===== config.mk =====
export PLATFORM = sky130hd
export DESIGN_NAME = can_ifs_ovl_ctrl
export DESIGN_NICKNAME = d
export VERILOG_FILES = /design/src/rtl/can_ifs_pkg.sv /design/src/rtl/can_ifs_bitcnt.sv /design/src/rtl/can_ifs_classify.sv /design/src/rtl/can_ifs_nr_limit.sv /design/src/rtl/can_ifs_ovl_ctrl.sv
export SDC_FILE = /design/constraint.sdc
export NUM_CORES = 1
export LEC_CHECK = 0
export BUFFER_PORTS_ARGS = -buffer_cell sky130_fd_sc_hd__buf_2
export CELL_PAD_IN_SITES_DETAIL_PLACEMENT = 1
export CELL_PAD_IN_SITES_GLOBAL_PLACEMENT = 1
export CORE_MARGIN = 5
export CORE_UTILIZATION = 30
export DETAILED_ROUTE_END_ITERATION = 8
export PLACE_DENSITY = 0.68
export SKIP_LAST_GASP = 1
export SYNTH_ARGS = -nofsm -noshare
export SYNTH_HDL_FRONTEND = slang
export SYNTH_HIERARCHICAL = 1
export SYNTH_SLANG_ARGS = --single-unit

===== constraint.sdc =====
create_clock -name clk -period 2.5 [get_ports clk]
set_input_delay 0.25 -clock clk [delete_from_list [all_inputs] [get_ports clk]]
set_output_delay 0.25 -clock clk [all_outputs]
set_load 0.02 [all_outputs]

===== src/rtl/can_ifs_pkg.sv =====
package can_ifs_pkg;

  typedef enum logic [2:0] {
    ST_IDLE,
    ST_FRAME,
    ST_INTER,
    ST_FLAG,
    ST_ECHO,
    ST_DELIM
  } ifs_state_e;

  typedef enum logic [1:0] {
    CNT_HOLD,
    CNT_CLR,
    CNT_INC,
    CNT_ONE
  } cnt_op_e;

endpackage


===== src/rtl/can_ifs_bitcnt.sv =====
module can_ifs_bitcnt
  import can_ifs_pkg::*;
#(
  parameter int W = 4
) (
  input  logic         clk,
  input  logic         rst_n,
  input  cnt_op_e      op,
  output logic [W-1:0] cnt
);

  always_ff @(posedge clk) begin
    if (!rst_n) begin
      cnt <= '0;
    end else begin
      unique case (op)
        CNT_CLR:  cnt <= '0;
        CNT_INC:  cnt <= cnt + W'(1);
        CNT_ONE:  cnt <= W'(1);
        default:  cnt <= cnt;
      endcase
    end
  end

endmodule


===== src/rtl/can_ifs_classify.sv =====
module can_ifs_classify #(
  parameter int SW       = 4,
  parameter int SOF_SLOT = 2
) (
  input  logic          bit_stb,
  input  logic          rx_bit,
  input  logic          in_idle,
  input  logic          in_inter,
  input  logic [SW-1:0] slot,
  input  logic          nr_req,
  input  logic          nr_allow,
  output logic          hit_sof,
  output logic          hit_ovl,
  output logic          hit_nr
);

  logic early_slot;
  logic last_slot;
  logic dominant;

  always_comb begin
    dominant   = !rx_bit;
    early_slot = in_inter && (slot < SW'(SOF_SLOT));
    last_slot  = in_inter && (slot == SW'(SOF_SLOT));
    hit_sof    = bit_stb && dominant && (in_idle || last_slot);
    hit_ovl    = bit_stb && early_slot && (dominant || (nr_req && nr_allow));
    hit_nr     = hit_ovl && !dominant;
  end

endmodule


===== src/rtl/can_ifs_nr_limit.sv =====
module can_ifs_nr_limit #(
  parameter int MAX_OVL = 2,
  parameter int W       = 2
) (
  input  logic         clk,
  input  logic         rst_n,
  input  logic         clr,
  input  logic         inc,
  output logic         allow,
  output logic [W-1:0] cnt
);

  always_ff @(posedge clk) begin
    if (!rst_n) begin
      cnt <= '0;
    end else if (clr) begin
      cnt <= '0;
    end else if (inc && allow) begin
      cnt <= cnt + W'(1);
    end
  end

  assign allow = (cnt < W'(MAX_OVL));

endmodule


===== src/rtl/can_ifs_ovl_ctrl.sv =====
module can_ifs_ovl_ctrl
  import can_ifs_pkg::*;
#(
  parameter int INTER_BITS   = 3,
  parameter int FLAG_BITS    = 6,
  parameter int MAX_DOM_BITS = 12,
  parameter int DELIM_BITS   = 8,
  parameter int MAX_NR_OVL   = 2
) (
  input  logic clk,
  input  logic rst_n,
  input  logic bit_stb,
  input  logic rx_bit,
  input  logic eof_pulse,
  input  logic rcv_not_ready,
  output logic tx_bit,
  output logic sof_pulse,
  output logic bus_idle,
  output logic ovl_active
);

  localparam int ECHO_MAX = MAX_DOM_BITS - FLAG_BITS;
  localparam int M_A      = (DELIM_BITS > FLAG_BITS) ? DELIM_BITS : FLAG_BITS;
  localparam int M_B      = (ECHO_MAX > INTER_BITS) ? ECHO_MAX : INTER_BITS;
  localparam int CNT_MAX  = (M_A > M_B) ? M_A : M_B;
  localparam int CW       = $clog2(CNT_MAX + 1);
  localparam int SOF_SLOT = INTER_BITS - 1;
  localparam int NRW      = $clog2(MAX_NR_OVL + 1);

  ifs_state_e      state, state_d;
  cnt_op_e         cnt_op;
  logic [CW-1:0]   cnt;
  logic [NRW-1:0]  nr_cnt;
  logic            nr_allow, nr_inc, nr_clr;
  logic            hit_sof, hit_ovl, hit_nr;
  logic            sof_d;

  can_ifs_bitcnt #(.W(CW)) u_cnt (
    .clk   (clk),
    .rst_n (rst_n),
    .op    (cnt_op),
    .cnt   (cnt)
  );

  can_ifs_classify #(.SW(CW), .SOF_SLOT(SOF_SLOT)) u_cls (
    .bit_stb  (bit_stb),
    .rx_bit   (rx_bit),
    .in_idle  (state == ST_IDLE),
    .in_inter (state == ST_INTER),
    .slot     (cnt),
    .nr_req   (rcv_not_ready),
    .nr_allow (nr_allow),
    .hit_sof  (hit_sof),
    .hit_ovl  (hit_ovl),
    .hit_nr   (hit_nr)
  );

  can_ifs_nr_limit #(.MAX_OVL(MAX_NR_OVL), .W(NRW)) u_nr (
    .clk   (clk),
    .rst_n (rst_n),
    .clr   (nr_clr),
    .inc   (nr_inc),
    .allow (nr_allow),
    .cnt   (nr_cnt)
  );

  always_comb begin
    state_d = state;
    cnt_op  = CNT_HOLD;
    sof_d   = 1'b0;
    nr_inc  = 1'b0;
    nr_clr  = 1'b0;
    unique case (state)
      ST_IDLE: begin
        if (hit_sof) begin
          state_d = ST_FRAME;
          sof_d   = 1'b1;
          nr_clr  = 1'b1;
        end
      end
      ST_FRAME: begin
        if (eof_pulse) begin
          state_d = ST_INTER;
          cnt_op  = CNT_CLR;
        end
      end
      ST_INTER: begin
        if (hit_sof) begin
          state_d = ST_FRAME;
          sof_d   = 1'b1;
          nr_clr  = 1'b1;
          cnt_op  = CNT_CLR;
        end else if (hit_ovl) begin
          state_d = ST_FLAG;
          cnt_op  = CNT_CLR;
          nr_inc  = hit_nr;
        end else if (bit_stb) begin
          if (cnt == CW'(SOF_SLOT)) begin
            state_d = ST_IDLE;
            cnt_op  = CNT_CLR;
          end else begin
            cnt_op = CNT_INC;
          end
        end
      end
      ST_FLAG: begin
        if (bit_stb) begin
          if (cnt == CW'(FLAG_BITS - 1)) begin
            state_d = ST_ECHO;
            cnt_op  = CNT_CLR;
          end else begin
            cnt_op = CNT_INC;
          end
        end
      end
      ST_ECHO: begin
        if (bit_stb) begin
          if (rx_bit) begin
            state_d = ST_DELIM;
            cnt_op  = CNT_ONE;
          end else if (cnt == CW'(ECHO_MAX - 1)) begin
            state_d = ST_DELIM;
            cnt_op  = CNT_CLR;
          end else begin
            cnt_op = CNT_INC;
          end
        end
      end
      ST_DELIM: begin
        if (bit_stb) begin
          if (cnt == CW'(DELIM_BITS - 1)) begin
            state_d = ST_INTER;
            cnt_op  = CNT_CLR;
          end else begin
            cnt_op = CNT_INC;
          end
        end
      end
      default: state_d = ST_IDLE;
    endcase
  end

  always_ff @(posedge clk) begin
    if (!rst_n) begin
      state      <= ST_IDLE;
      tx_bit     <= 1'b1;
      sof_pulse  <= 1'b0;
      bus_idle   <= 1'b1;
      ovl_active <= 1'b0;
    end else begin
      state      <= state_d;
      tx_bit     <= (state_d != ST_FLAG);
      sof_pulse  <= sof_d;
      bus_idle   <= (state_d == ST_IDLE);
      ovl_active <= (state_d == ST_FLAG) || (state_d == ST_ECHO) ||
                    (state_d == ST_DELIM);
    end
  end

endmodule


==> Word-level counts from Yosys, hierarchy flattened <==
Cells that the tools add are included.
{ "totals": {"elab_cells": 78, "latch_bits": 0, "rom_bits": 0, "ramBits": 0, "mem_count": 0, "regBits": 13} }
{ "op_classes": {"bitwise": 1, "eq_ne": 15, "magnitude_cmp": 2, "div": 0, "addsub": 2, "multipliers": 0, "n_reduce_logical": 19, "shifts": 0, "n_mux": 32} }
{ "op_table": {"columns": ["operator", "n"], "rows": [
  ["3-bit 2-to-1 mux", 13],
  ["2-bit 2-to-1 mux", 10],
  ["3-bit one-hot mux with 6 select lines", 1],
  ["3-bit == test, second input constant", 4],
  ["4-bit one-hot mux with 3 select lines", 1],
  ["2-bit one-hot mux with 5 select lines", 1],
  ["3-bit by 2-bit == test with 1-bit output, second input constant", 3],
  ["1-bit logical AND", 9],
  ["4-bit by 3-bit == test with 1-bit output, second input constant", 2],
  ["3-bit zero test", 2],
  ["1-bit 2-to-1 mux", 6],
  ["4-bit by 1-bit adder with 4-bit output, second input constant", 1],
  ["2-bit == test, second input constant", 2],
  ["4-bit by 2-bit == test with 1-bit output, second input constant", 1],
  ["1-bit logical OR", 4],
  ["4-bit by 2-bit < comparator with 1-bit output, second input constant", 1],
  ["2-bit OR reduction", 2],
  ["3-bit by 1-bit == test with 1-bit output, second input constant", 1],
  ["3-bit by 2-bit inequality test with 1-bit output, second input constant", 1],
  ["3-bit nonzero test", 1],
  ["2-bit by 1-bit adder with 2-bit output, second input constant", 1],
  ["2-bit by 1-bit == test with 1-bit output, second input constant", 1],
  ["2-bit < comparator, second input constant", 1],
  ["1-bit zero test", 1],
  ["1-bit inverter", 1]
]} }

==> Longest topological paths before layout <==
Gate-level depths: netlist (run 1).
{ "logic_depth": {"ltp_word": 10, "mapped_depth": 12} }

==> Modules after synthesis <==
The synthesis (run 1) kept the hierarchy.
{ "by_module_without_submodules": {"columns": ["mod", "seq_area_each_um2", "instances", "area_per_inst_um2", "cells_each"], "rows": [
  ["can_ifs_ovl_ctrl", 140.1, 1, 520.5, 69],
  ["can_ifs_bitcnt", 80.1, 1, 168.9, 17],
  ["can_ifs_classify", 0.0, 1, 81.3, 9],
  ["can_ifs_nr_limit", 40.0, 1, 77.6, 9]
]} }

==> Worst setup path before layout (run 1) <==
OpenSTA, ideal clock, no wires.
{ "synth_timing": {"kind": "flip-flop to flip-flop", "from": "register state[0]", "to": "register u_cnt.cnt[3]", "required_time_ns": 2.386, "arrival_time_ns": 2.200, "setup_time_ns": 0.114, "path_slack_ns": 0.185, "path_stages_with_launch": 12, "path_cell_list": "dfxtp_1 > clkbuf_1 > nor2_1 > or3b_4 > o41ai_2 > nor2_1 > nand3_1 > nand3_1 > o2111a_1 > nand4_1 > xor2_1 > nor2_1"} }
{ "synth_via": {"word_cells_on_any_way": 20, "cone_classes": "eq/ne: 8; mux: 4; reduce/logical: 8"} }
{ "synth_lines": {"columns": ["element", "line", "rtl"], "rows": [
  ["start, declared", "can_ifs_ovl_ctrl.sv:30", "ifs_state_e state, state_d;"],
  ["start signal, assigned", "can_ifs_ovl_ctrl.sv:151", "state <= state_d;"],
  ["3-bit by 2-bit == test with 1-bit output", "can_ifs_ovl_ctrl.sv:49", ".in_inter (state == ST_INTER),"],
  ["1-bit logical AND", "can_ifs_classify.sv:24", "last_slot = in_inter && (slot == SW'(SOF_SLOT));"],
  ["1-bit logical OR *", "can_ifs_classify.sv:25", "hit_sof = bit_stb && dominant && (in_idle || last_slot);"],
  ["1-bit logical AND *", "can_ifs_classify.sv:25", null],
  ["via hit_sof", "can_ifs_ovl_ctrl.sv:35", "logic hit_sof, hit_ovl, hit_nr;"],
  ["2-bit 2-to-1 mux *", "can_ifs_ovl_ctrl.sv:88", "if (hit_sof) begin"],
  ["2-bit one-hot mux with 5 select lines *", "can_ifs_ovl_ctrl.sv:73", "unique case (state)"],
  ["via cnt_op[1]", "can_ifs_ovl_ctrl.sv:31", "cnt_op_e cnt_op;"],
  ["2-bit == test or 2-bit by 1-bit == test with 1-bit output (tied branches)", "can_ifs_bitcnt.sv:16", "unique case (op)"],
  ["4-bit one-hot mux with 3 select lines or 3-bit nonzero test (tied branches)", null, null],
  ["end signal, assigned", "can_ifs_bitcnt.sv:18", "CNT_INC: cnt <= cnt + W'(1);"],
  ["end signal, assigned", "can_ifs_bitcnt.sv:20", "default: cnt <= cnt;"],
  ["end, declared", "can_ifs_bitcnt.sv:9", "output logic [W-1:0] cnt"]
]} }
Mark *: on every way through the listed nets, which the timed path passes. The rest lies on a longest branch.
A chain may end at the register's enable or synchronous reset.

==> Worst setup path after layout (run 1) <==
{ "layout_timing": {"from": "register state[2]", "to": "register u_cnt.cnt[3]"} }
The elaborated chain is that of the path after synthesis.

==> results of run 1 <==
flip-flops by register name, summed over array words and instances, names as in the netlist:
register    count
sof_pulse       1
tx_bit          1
u_nr/cnt        2
state           3
bus_idle        1
ovl_active      1
u_cnt/cnt       4
power by group:
part / internal [mW] / total, mW / switching [mW] / leakage, nW
Combinational: 0.0334 / 0.0812 / 0.0478 / 0.268
Clock: 0.0618 / 0.129 / 0.0673 / 0.0150
Sequential: 0.213 / 0.217 / 0.00415 / 0.105
cells in the final DEF (no fill, tap or decap), types with 2 or more instances in the layout:
cell and n:
nand3_1 3, a211oi_2 2, a21oi_1 6, nor3_1 3, nor2b_1 2, xor2_1 2
nor4_1 2, o21ai_0 3, buf_2 9, dfxtp_1 13, clkbuf_4 3, nand2_1 12
xnor2_1 2, buf_4 5, nor2_1 14, and2b_1 2, o21ai_1 2, nand2b_1 6
inv_1 4, and2_1 2
cells in the mapped netlist (all sizes together), types with 2 or more instances:
| cell | count |
|---|---|
| a31o | 2 |
| nor3 | 3 |
| xnor2 | 2 |
| xor2 | 2 |
| o21ai | 5 |
| nand3 | 3 |
| dfxtp | 13 |
| nand2b | 6 |
| nor2b | 2 |
| and2 | 2 |
| nand2 | 12 |
| and2b | 2 |
| buf | 2 |
| inv | 5 |
| a21oi | 6 |
| nor4 | 3 |
| nor2 | 14 |
| a211oi | 2 |
| o2111a | 2 |
final timing paths:
path,end,slack (ns),depth (start not counted)
setup reg to reg,u_cnt/cnt[3]$_SDFFE_PN0P_,0.20,12
setup / recovery,u_cnt/cnt[3]$_SDFFE_PN0P_,0.20,12
hold reg to reg,u_nr/cnt[1]$_SDFFE_PP0P_,0.52,2
hold / removal,u_cnt/cnt[0]$_SDFFE_PN0P_,0.29,2
logic make-up (layout without fill, tap and decap cells):
group	count (synthesis)	after routing	share of synthesized area
mux	1	1	0.01180
xor+xnor	4	4	0.04131
compound gates	22	22	0.2153
buf+inv	8	23	0.04128
flops	13	13	0.3068
simple gates	55	55	0.3687
fa+ha+maj	1	1	0.01475
repair_timing:
item	4_1_cts	5_1_grt
gates resized for setup	0	2
buffers inserted	0	0
hold endpoints to repair	0	0
setup endpoints to repair	0	2
cell type report:
| type | instances | area [um2] |
|---|---|---|
| sequential | 13 | 260.3 |
| timing repair buffer | 14 | 82.58 |
| clock buffer | 4 | 26.28 |
| fill | 335 | 1742 |
| tap | 31 | 38.79 |
| multi-input combinational | 83 | 565.5 |
| inverter | 5 | 18.77 |
worst register-to-register path: cells and delay by family (launching register included):
kind            cells  cell delay, ns
buf+inv             1            0.19
xor+xnor            1            0.15
compound gates      2            0.48
flops               1            0.31
simple gates        8            1.08
metrics by stage:
step                      utilization   TNS [ns]  setup slack, ns  instance area (um2)
after floorplan                     -          0           0.1854                848.3
after global placement         0.3487          0           0.2353                953.4
after detailed placement       0.3487          0           0.1555                953.4
after CTS                      0.3584          0           0.1279                979.7
after global routing           0.3629  -0.001047        -0.001047                992.2
final                          0.3629          0           0.1969                992.2
per-layer routing:
| metal | wire length (um) | global-route usage | share of wire | vias to the layer above |
|---|---|---|---|---|
| li1 | - | - | - | 403 |
| met1 | 1054 | 0.1427 | 0.46 | 391 |
| met2 | 1067 | 0.1987 | 0.47 | 17 |
| met3 | 82 | 0.02842 | 0.036 | 8 |
| met4 | 63 | 0.07273 | 0.028 | 0 |
| met5 | 0 | 0 | 0 | - |
==> summary.txt, run 1 <==
Detailed routing
  – Iter 0 DRT Violations: 19
  – Post-route ant nets: 0
  – Total wire length: 2267 um
  – Drt via density: 5.460
  – Avg WL per Cell: 15.11 um
  – Post-route DRC violation count: 0
  – Via count of the routed design: 819
  – Drt first pass iters: 4

CTS
  – # clock sinks: 13
  – Hold buffers post-CTS: 0
  – Reg clk slew, reported paths: roughly 0.080 ns
  – CTS tree: yes
  – Clock Latency Late Sink: 0.27 ns
  – CTS root buffer: clkbuf_4
  – H-tree depth: 1
  – Number of CTS-inserted buffers: 3
  – Clock buffer depth: 2

Timing
  – Final hold vios: 0
  – Setup violators final: 0
  – Min cycle time layout: 2.303 ns
  – Maximum clock rate: 434.2 MHz
  – Max-slew headroom: 0.6683
  – Max Transition Viols Final: 0
  – Setup Skew: approximately 0.0049 ns
  – Min Hold Slack: 0.2888 ns
  – Final period util: 0.9212
  – Tightest Pin Transition: 0.4965 ns

Global route
  – Number of global-route vias before repair: about 840
  – Antenna violations before repair: 0
  – First-pass GRT wire length: 3857 um
  – GR Overflow Total: 0
  – Largest net degree at the start of global routing: 15
  – Total GRT Usage: 0.1215

Finish
  – Ant diodes: 0
  – Final net count: 127
  – Final std cells w/o fill: 150
  – Synth-to-Final Area Change: 16.96%
  – Layout cell share with drive strength beyond 1: 0.2521

Worst setup path
  – Crit-path max FO: 6
  – Kind of critical path: reg -> reg
  – WP data required: approximately 2.7 ns
  – Crit-path cells: nand2b_1, nor2_1, or3b_4, o41ai_4, buf_4, nor2_1, nand3_1, nand3_1, o2111a_2, nand4_1, xor2_1, nor2_1
  – Top delay family on crit path: simple AND/OR/NAND/NOR gates
  – CP Launch Point: state[2]$_SDFF_PN0_
  – Crit path top cell by count: nor2_1
  – CP max stage cell: or3b_4
  – Largest stage delay on the critical path: 0.42 ns
  – Startpoint Class: flip-flop
  – Worst r2r src: state[2]$_SDFF_PN0_
  – WP buf/inv: 1
  – CP endpoint kind: flip-flop
  – CP arrival: about 2.5 ns

Die
  – Die X: 63.18 um
  – Boundary Pins: 10
  – Initial Util: 0.3103
  – # rows: 19
  – Die extent in y: 63.18 um
  – Die area: 3991 um2
  – Core Region: 2734 um2

Outcome
  – Outcome: complete, no violations

Job
  – Max-cap viol count: 0

Place
  – IO buf count: 9
  – Placed cell count: around 150
  – Dpl hpwl: 1790 um
  – Global placer's final weighted congestion: 0.8409

Pwr
  – Worst vdd ir: 0.0001968 V
  – Total chip power: 427.2 uW
  – Power per cell area: approximately 430 nW/um2
  – Pleak: 0.3886 nW

Worst hold path
  – Worst hold start: rst_n
  – Worst Hold Class: in -> reg

Synthesis
  – Ranking of synthesized cells by area: dfxtp_1, nor2_1, nand2_1
  – Yosys cell types: 40
  – Flops & latches, synth: 13
  – Synth Net Count: 111
  – Mean Syn Cell Area: 8.157 um2
  – FFs w/ async S/R, synth: 0
  – Number of synthesized flops with an enable pin: 0
  – Share of the synthesized area in the top cell type: 0.3068
  – Cell Area, Synth: ~850 um2
  – Most used DFF post-synth: dfxtp_1
  – Seq/Total Area, Yosys: 0.3068
  – YS warnings: 6
  – Synth area leader: dfxtp_1
  – Post-synthesis cell count: 104
No activity file was read; power rests on OpenSTA's default activity.
==> run 2: changes to the inputs <==
- CORE_UTILIZATION: 30 -> 35
- PLACE_DENSITY: 0.68 -> 0.76
==> summary.txt, run 2 (synthesis gave the netlist of run 1 again) <==
Outcome
  – Outcome: complete, no violations (unchanged)

Finish
  – Largest register FFs: 4 (unchanged)
  – Filler cells: 292 (was 335)
  – Most frequent cells in the layout: nor2_1, dfxtp_1, nand2_1 (unchanged)
  – Sequential Area: 260.3 um2 (unchanged)
  – Ant diodes: 0 (unchanged)
  – Largest registers: u_cnt/cnt (4), state (3), u_nr/cnt (2) (unchanged)
  – Fin area: 989.7 um2 (was 992.2 um2)
  – Final net count: 127 (unchanged)
  – Most common cell after layout, fill and taps aside: nor2_1 (unchanged)
  – Largest Register: u_cnt/cnt (unchanged)
  – Area occupied by multi-input gates: 565.5 um2 (unchanged)
  – Layout cell share with drive strength beyond 1: 0.2521 (unchanged)
  – Synth-to-Final Area Change: 16.67% (was 16.96%)

Die
  – Die extent in y: 59.23 um (was 63.18 um)
  – Boundary Pins: 10 (unchanged)
  – Die area: 3508 um2 (was 3991 um2)
  – Initial Util: 0.3762 (was 0.3103)
  – # rows: 17 (was 19)
  – Core Region: 2255 um2 (was 2734 um2)
  – Die X: 59.23 um (was 63.18 um)

Global route
  – Antenna violations before repair: 0 (unchanged)
  – Largest net degree at the start of global routing: 15 (unchanged)
  – First-pass GRT wire length: 3891 um (was 3857 um)
  – Number of global-route vias before repair: 833 (was 837)
  – GR Overflow Total: 0 (unchanged)
  – Total GRT Usage: 0.1486 (was 0.1215)

Timing
  – Max-slew headroom: 0.6510 (was 0.6683)
  – Setup Skew: 0.001645 ns (was 0.004892 ns)
  – Fin Setup TNS: 0 ns (unchanged)
  – Setup violators final: 0 (unchanged)
  – RSZ-0062 raised after global routing: false
  – Tightest Pin Transition: 0.5228 ns (was 0.4965 ns)
  – Max Transition Viols Final: 0 (unchanged)
  – Maximum clock rate: 435.4 MHz (was 434.2 MHz)
  – Final hold vios: 0 (unchanged)
  – Min cycle time layout: 2.297 ns (was 2.303 ns)
  – Final period util: 0.9187 (was 0.9212)

Worst setup path
  – CP arrival: 2.48 ns (was 2.47 ns)
  – CP endpoint kind: flip-flop (unchanged)
  – WP data required: 2.68 ns (was 2.67 ns)
  – Startpoint Class: flip-flop (unchanged)
  – Kind of critical path: reg -> reg (unchanged)
  – Crit-path max FO: 4 (was 6)

Detailed routing
  – Total wire length: 2308 um (was 2267 um)
  – Via count of the routed design: 818 (was 819)
  – Drt via density: 5.565 (was 5.460)
  – Post-route ant nets: 0 (unchanged)
  – Avg WL per Cell: 15.70 um (was 15.11 um)
  – Post-route DRC violation count: 0 (unchanged)
  – Drt first pass iters: 4 (unchanged)
  – Iter 0 DRT Violations: 20 (was 19)

CTS
  – H-tree depth: 1 (unchanged)
  – Hold buffers post-CTS: 0 (unchanged)
  – CTS resizes: 0 (unchanged)
  – CTS root buffer: clkbuf_4 (unchanged)
  – Number of CTS-inserted buffers: 3 (unchanged)
  – Clock Latency Late Sink: 0.28 ns (was 0.27 ns)
  – # clock sinks: 13 (unchanged)
  – CTS tree: yes (unchanged)
  – Reg clk slew, reported paths: 0.09 ns (was 0.08 ns)
  – Clock buffer depth: 2 (unchanged)
  – Setup Buffers After CTS: 0 (unchanged)

Job
  – Max-cap viol count: 0 (unchanged)

Place
  – IO buf count: 9 (unchanged)
  – Dpl hpwl: 1710 um (was 1790 um)
  – Post-DP Area: 949.7 um2 (was 953.4 um2)
  – Global placer's final weighted congestion: 0.8582 (was 0.8409)

Worst hold path
  – Worst Hold Class: in -> reg (unchanged)

Pwr
  – Pleak: 0.3808 nW (was 0.3886 nW)
  – Power per cell area: 437.0 nW/um2 (was 430.6 nW/um2)
  – Worst vdd ir: 0.0003254 V (was 0.0001968 V)
run 2: cell types whose count changed in the layout (fill, tap and decap cells not counted):
cell       previous run  this run
a2111oi_2             1         0
o41ai_2               0         1
a2111oi_4             0         1
o2111a_2              1         0
clkbuf_1              1         0
clkinv_2              0         1
o41ai_4               1         0
o2111a_1              1         2
run 2: stage by stage:
step	hold WS (ns)	instances	setup WS [ns]	total power, mW	utilization
after floorplan	0.3717	104	0.1854	0.2725	-
after global placement	0.4806	143	0.2880	0.2985	0.4212
after detailed placement	0.5047	143	0.2067	0.3002	0.4212
after CTS	0.2477	147	0.1487	0.4405	0.4334
after global routing	0.2675	147	0.04881	0.4591	0.4390
final	0.2763	147	0.2034	0.4325	0.4390
run 2: cell type report:
cell class | count | share of cell area
clock buffers | 3 | 0.02276
clock inverters | 1 | 0.005057
inverters | 5 | 0.01896
multi-input cells | 83 | 0.5714
flip-flops and latches | 13 | 0.2630
well taps | 28 | 0.03540
repair buffers | 14 | 0.08344
run 2: path summary, 6_finish.rpt:
path	from	to	slack [ns]	depth (start not counted)
max reg2reg	state[2]$_SDFF_PN0_	u_cnt/cnt[3]$_SDFFE_PN0P_	0.20	11
max	state[2]$_SDFF_PN0_	u_cnt/cnt[3]$_SDFFE_PN0P_	0.20	11
min reg2reg	u_nr/cnt[1]$_SDFFE_PP0P_	u_nr/cnt[1]$_SDFFE_PP0P_	0.51	2
min	rst_n	u_cnt/cnt[0]$_SDFFE_PN0P_	0.28	2
run 2: critical path: stages, from the launching register on:
cell and delay (ns):
dfxtp_1 0.32, nand2b_1 0.16, nor2_1 0.08, or3b_4 0.42
o41ai_2 0.35, nor2_1 0.11, nand3_1 0.13, nand3_1 0.10
o2111a_1 0.20, nand4_1 0.13, xor2_1 0.15, nor2_1 0.05
run 2: power by group:
| group | switching [mW] | total, mW | internal, mW | leakage [nW] |
|---|---|---|---|---|
| Combinational | 0.0477 | 0.0803 | 0.0325 | 0.258 |
| Clock | 0.0757 | 0.135 | 0.0595 | 0.0177 |
| Sequential | 0.00435 | 0.217 | 0.213 | 0.105 |
run 2: routing by layer:
metal  GRT usage  vias to the layer above  routed length, um
li1            -                      401                  -
met1      0.1769                      387               1055
met2      0.2434                       22               1058
met3     0.03922                        8                115
met4     0.07443                        0                 80
met5           0                        -                  0
==> run 3: changes to the inputs <==
- CORE_ASPECT_RATIO: not set -> 1.1
==> summary.txt, run 3 (synthesis gave the netlist of run 1 again) <==
Timing
  – Setup violators final: 0 (unchanged)
  – Final hold vios: 0 (unchanged)
  – Maximum clock rate: 433.7 MHz (was 435.4 MHz)
  – Min cycle time layout: 2.306 ns (was 2.297 ns)
  – Min Hold Slack: 0.2698 ns (was 0.2763 ns)
  – Max Transition Viols Final: 0 (unchanged)
  – Fin Setup TNS: 0 ns (unchanged)
  – Tightest Pin Transition: 0.5113 ns (was 0.5228 ns)
  – Final period util: 0.9222 (was 0.9187)
  – Max-slew headroom: 0.6585 (was 0.6510)
  – RSZ-0062 raised after global routing: true (was false)
  – Setup Skew: 0.009819 ns (was 0.001645 ns)

Worst setup path
  – Worst r2r src: state[2]$_SDFF_PN0_ (unchanged)
  – Crit path top cell by count: nor2_1 (unchanged)
  – WP data required: 2.68 ns (about the same)
  – Largest stage delay on the critical path: 0.41 ns (was 0.42 ns)
  – Kind of critical path: reg -> reg (unchanged)
  – CP max stage cell: or3b_4 (unchanged)
  – Top delay family on crit path: simple AND/OR/NAND/NOR gates (unchanged)
  – Crit-path cells: nand2b_1, nor2_1, or3b_4, o41ai_2, buf_4, nor2_1, nand3_1, nand3_1, o2111a_2, nand4_1, xor2_1, nor2_1 (was nand2b_1, nor2_1, or3b_4, o41ai_2, nor2_1, nand3_1, nand3_1, o2111a_1, nand4_1, xor2_1, nor2_1)
  – CP Depth: 12 (was 11)
  – R2R Setup Slk: 0.19 ns (was 0.20 ns)
  – Startpoint Class: flip-flop (unchanged)
  – CP Launch Point: state[2]$_SDFF_PN0_ (unchanged)
  – Reg-to-reg critical path endpoint: u_cnt/cnt[3]$_SDFFE_PN0P_ (unchanged)
  – R2R cell count: 12 (was 11)
  – WP buf/inv: 1 (was 0)
  – CP arrival: 2.48 ns (about the same)
  – Crit-path max FO: 6 (was 4)
  – CP endpoint kind: flip-flop (unchanged)
  – End of the critical path: u_cnt/cnt[3]$_SDFFE_PN0P_ (unchanged)

Detailed routing
  – Post-route DRC violation count: 0 (unchanged)
  – Via count of the routed design: 789 (was 818)
  – Drt first pass iters: 4 (unchanged)
  – Drt via density: 5.295 (was 5.565)
  – Total wire length: 2115 um (was 2308 um)
  – Post-route ant nets: 0 (unchanged)
  – Iter 0 DRT Violations: 7 (was 20)
  – Avg WL per Cell: 14.19 um (was 15.70 um)

CTS
  – CTS root buffer: clkbuf_4 (unchanged)
  – Clock buffer depth: 2 (unchanged)
  – Hold buffers post-CTS: 0 (unchanged)
  – Number of CTS-inserted buffers: 3 (unchanged)
  – H-tree depth: 1 (unchanged)
  – # clock sinks: 13 (unchanged)
  – Setup Buffers After CTS: 0 (unchanged)
  – Reg clk slew, reported paths: 0.09 ns (about the same)
  – CTS resizes: 0 (unchanged)
  – Clock Latency Late Sink: 0.28 ns (about the same)
  – CTS tree: yes (unchanged)

Job
  – Max-cap viol count: 0 (unchanged)

Pwr
  – Pleak: 0.3794 nW (was 0.3808 nW)
  – Worst vdd ir: 0.0002355 V (was 0.0003254 V)
  – Power per cell area: 431.9 nW/um2 (was 437.0 nW/um2)

Global route
  – Largest net degree at the start of global routing: 15 (unchanged)
  – First-pass GRT wire length: 3760 um (was 3891 um)
  – Antenna violations before repair: 0 (unchanged)
  – Total GRT Usage: 0.1389 (was 0.1486)
  – GR Overflow Total: 0 (unchanged)
  – Number of global-route vias before repair: 792 (was 833)

Die
  – Die X: 56.94 um (was 59.23 um)
  – Boundary Pins: 10 (unchanged)
  – Core Region: 2275 um2 (was 2255 um2)
  – Die area: 3510 um2 (was 3508 um2)
  – Die extent in y: 61.64 um (was 59.23 um)
  – # rows: 18 (was 17)
  – Initial Util: 0.3729 (was 0.3762)

Finish
  – Largest Register: u_cnt/cnt (unchanged)
  – Final std cells w/o fill: 149 (was 147)
  – Fin area: 989.7 um2 (unchanged)
  – Final Util: 0.4351 (was 0.4390)
  – Most frequent cells in the layout: nor2_1, dfxtp_1, nand2_1 (unchanged)
  – Layout cell share with drive strength beyond 1: 0.2689 (was 0.2521)
  – Synth-to-Final Area Change: 16.67% (unchanged)
  – Largest registers: u_cnt/cnt (4), state (3), u_nr/cnt (2) (unchanged)
  – Ant diodes: 0 (unchanged)
  – Largest register FFs: 4 (unchanged)
  – Most common cell after layout, fill and taps aside: nor2_1 (unchanged)
  – Final net count: 127 (unchanged)
  – Filler cells: 298 (was 292)

Place
  – Dpl hpwl: 1637 um (was 1710 um)
  – Global placer's final weighted congestion: 0.8431 (was 0.8582)
  – Post-DP Area: 952.2 um2 (was 949.7 um2)
  – IO buf count: 9 (unchanged)
  – Placed cell count: 145 (was 143)

Worst hold path
  – Worst Hold Class: in -> reg (unchanged)

Outcome
  – Outcome: complete, no violations (unchanged)
run 3: cell count changes in the layout (fill, tap and decap cells not counted), sizes merged:
cell / change
clkbuf: +1
clkinv: -1
run 3: worst min-delay path by stage:
stage	start	to	slack (ns)	depth (start not counted)
after floorplan	rst_n	u_cnt/cnt[0]$_SDFFE_PN0P_	0.37	1
after global placement	u_nr/cnt[1]$_SDFFE_PP0P_	u_nr/cnt[1]$_SDFFE_PP0P_	0.47	2
after detailed placement	u_nr/cnt[0]$_SDFFE_PP0P_	u_nr/cnt[0]$_SDFFE_PP0P_	0.52	2
after CTS	rst_n	u_cnt/cnt[0]$_SDFFE_PN0P_	0.26	2
after global routing	rst_n	u_cnt/cnt[0]$_SDFFE_PN0P_	0.27	2
final	rst_n	u_cnt/cnt[0]$_SDFFE_PN0P_	0.27	2
run 3: layout make-up:
type	instances	area [um2]	area share
timing repair buffer	14	82.58	0.08344
tap	30	37.54	0.03793
inverter	5	18.77	0.01896
multi-input combinational	83	564.3	0.5702
clock buffer	4	26.28	0.02655
sequential	13	260.3	0.2630
run 3: report_power, final:
group          leakage, nW  internal [mW]  switching [mW]  total (mW)
Clock               0.0150         0.0618          0.0699       0.132
Combinational        0.259         0.0327          0.0464      0.0791
Sequential           0.105          0.213         0.00397       0.217
run 3: worst register-to-register path: cells and delay by family, from the launching register on:
kind | cells | cell delay [ns]
compound gates | 2 | 0.46
xor+xnor | 1 | 0.17
buf+inv | 1 | 0.19
flops | 1 | 0.32
simple gates | 8 | 1.07
run 3: per-stage QoR:
| stage | setup slack (ns) | power (mW) |
|---|---|---|
| 2_1_floorplan | 0.1854 | 0.2725 |
| 3_3_place_gp | 0.2585 | 0.2972 |
| 3_5_place_dp | 0.1629 | 0.2986 |
| 4_1_cts | 0.1535 | 0.4346 |
| 5_1_grt | -0.01315 | 0.4577 |
| 6_report | 0.1945 | 0.4275 |
run 3: metal layers:
metal | GRT usage | up-vias | wire length [um]
met4 | 0.04967 | 0 | 7
met1 | 0.1765 | 376 | 1031
met5 | 0 | - | 0
met3 | 0.03354 | 2 | 71
li1 | - | 399 | -
met2 | 0.2316 | 12 | 1005
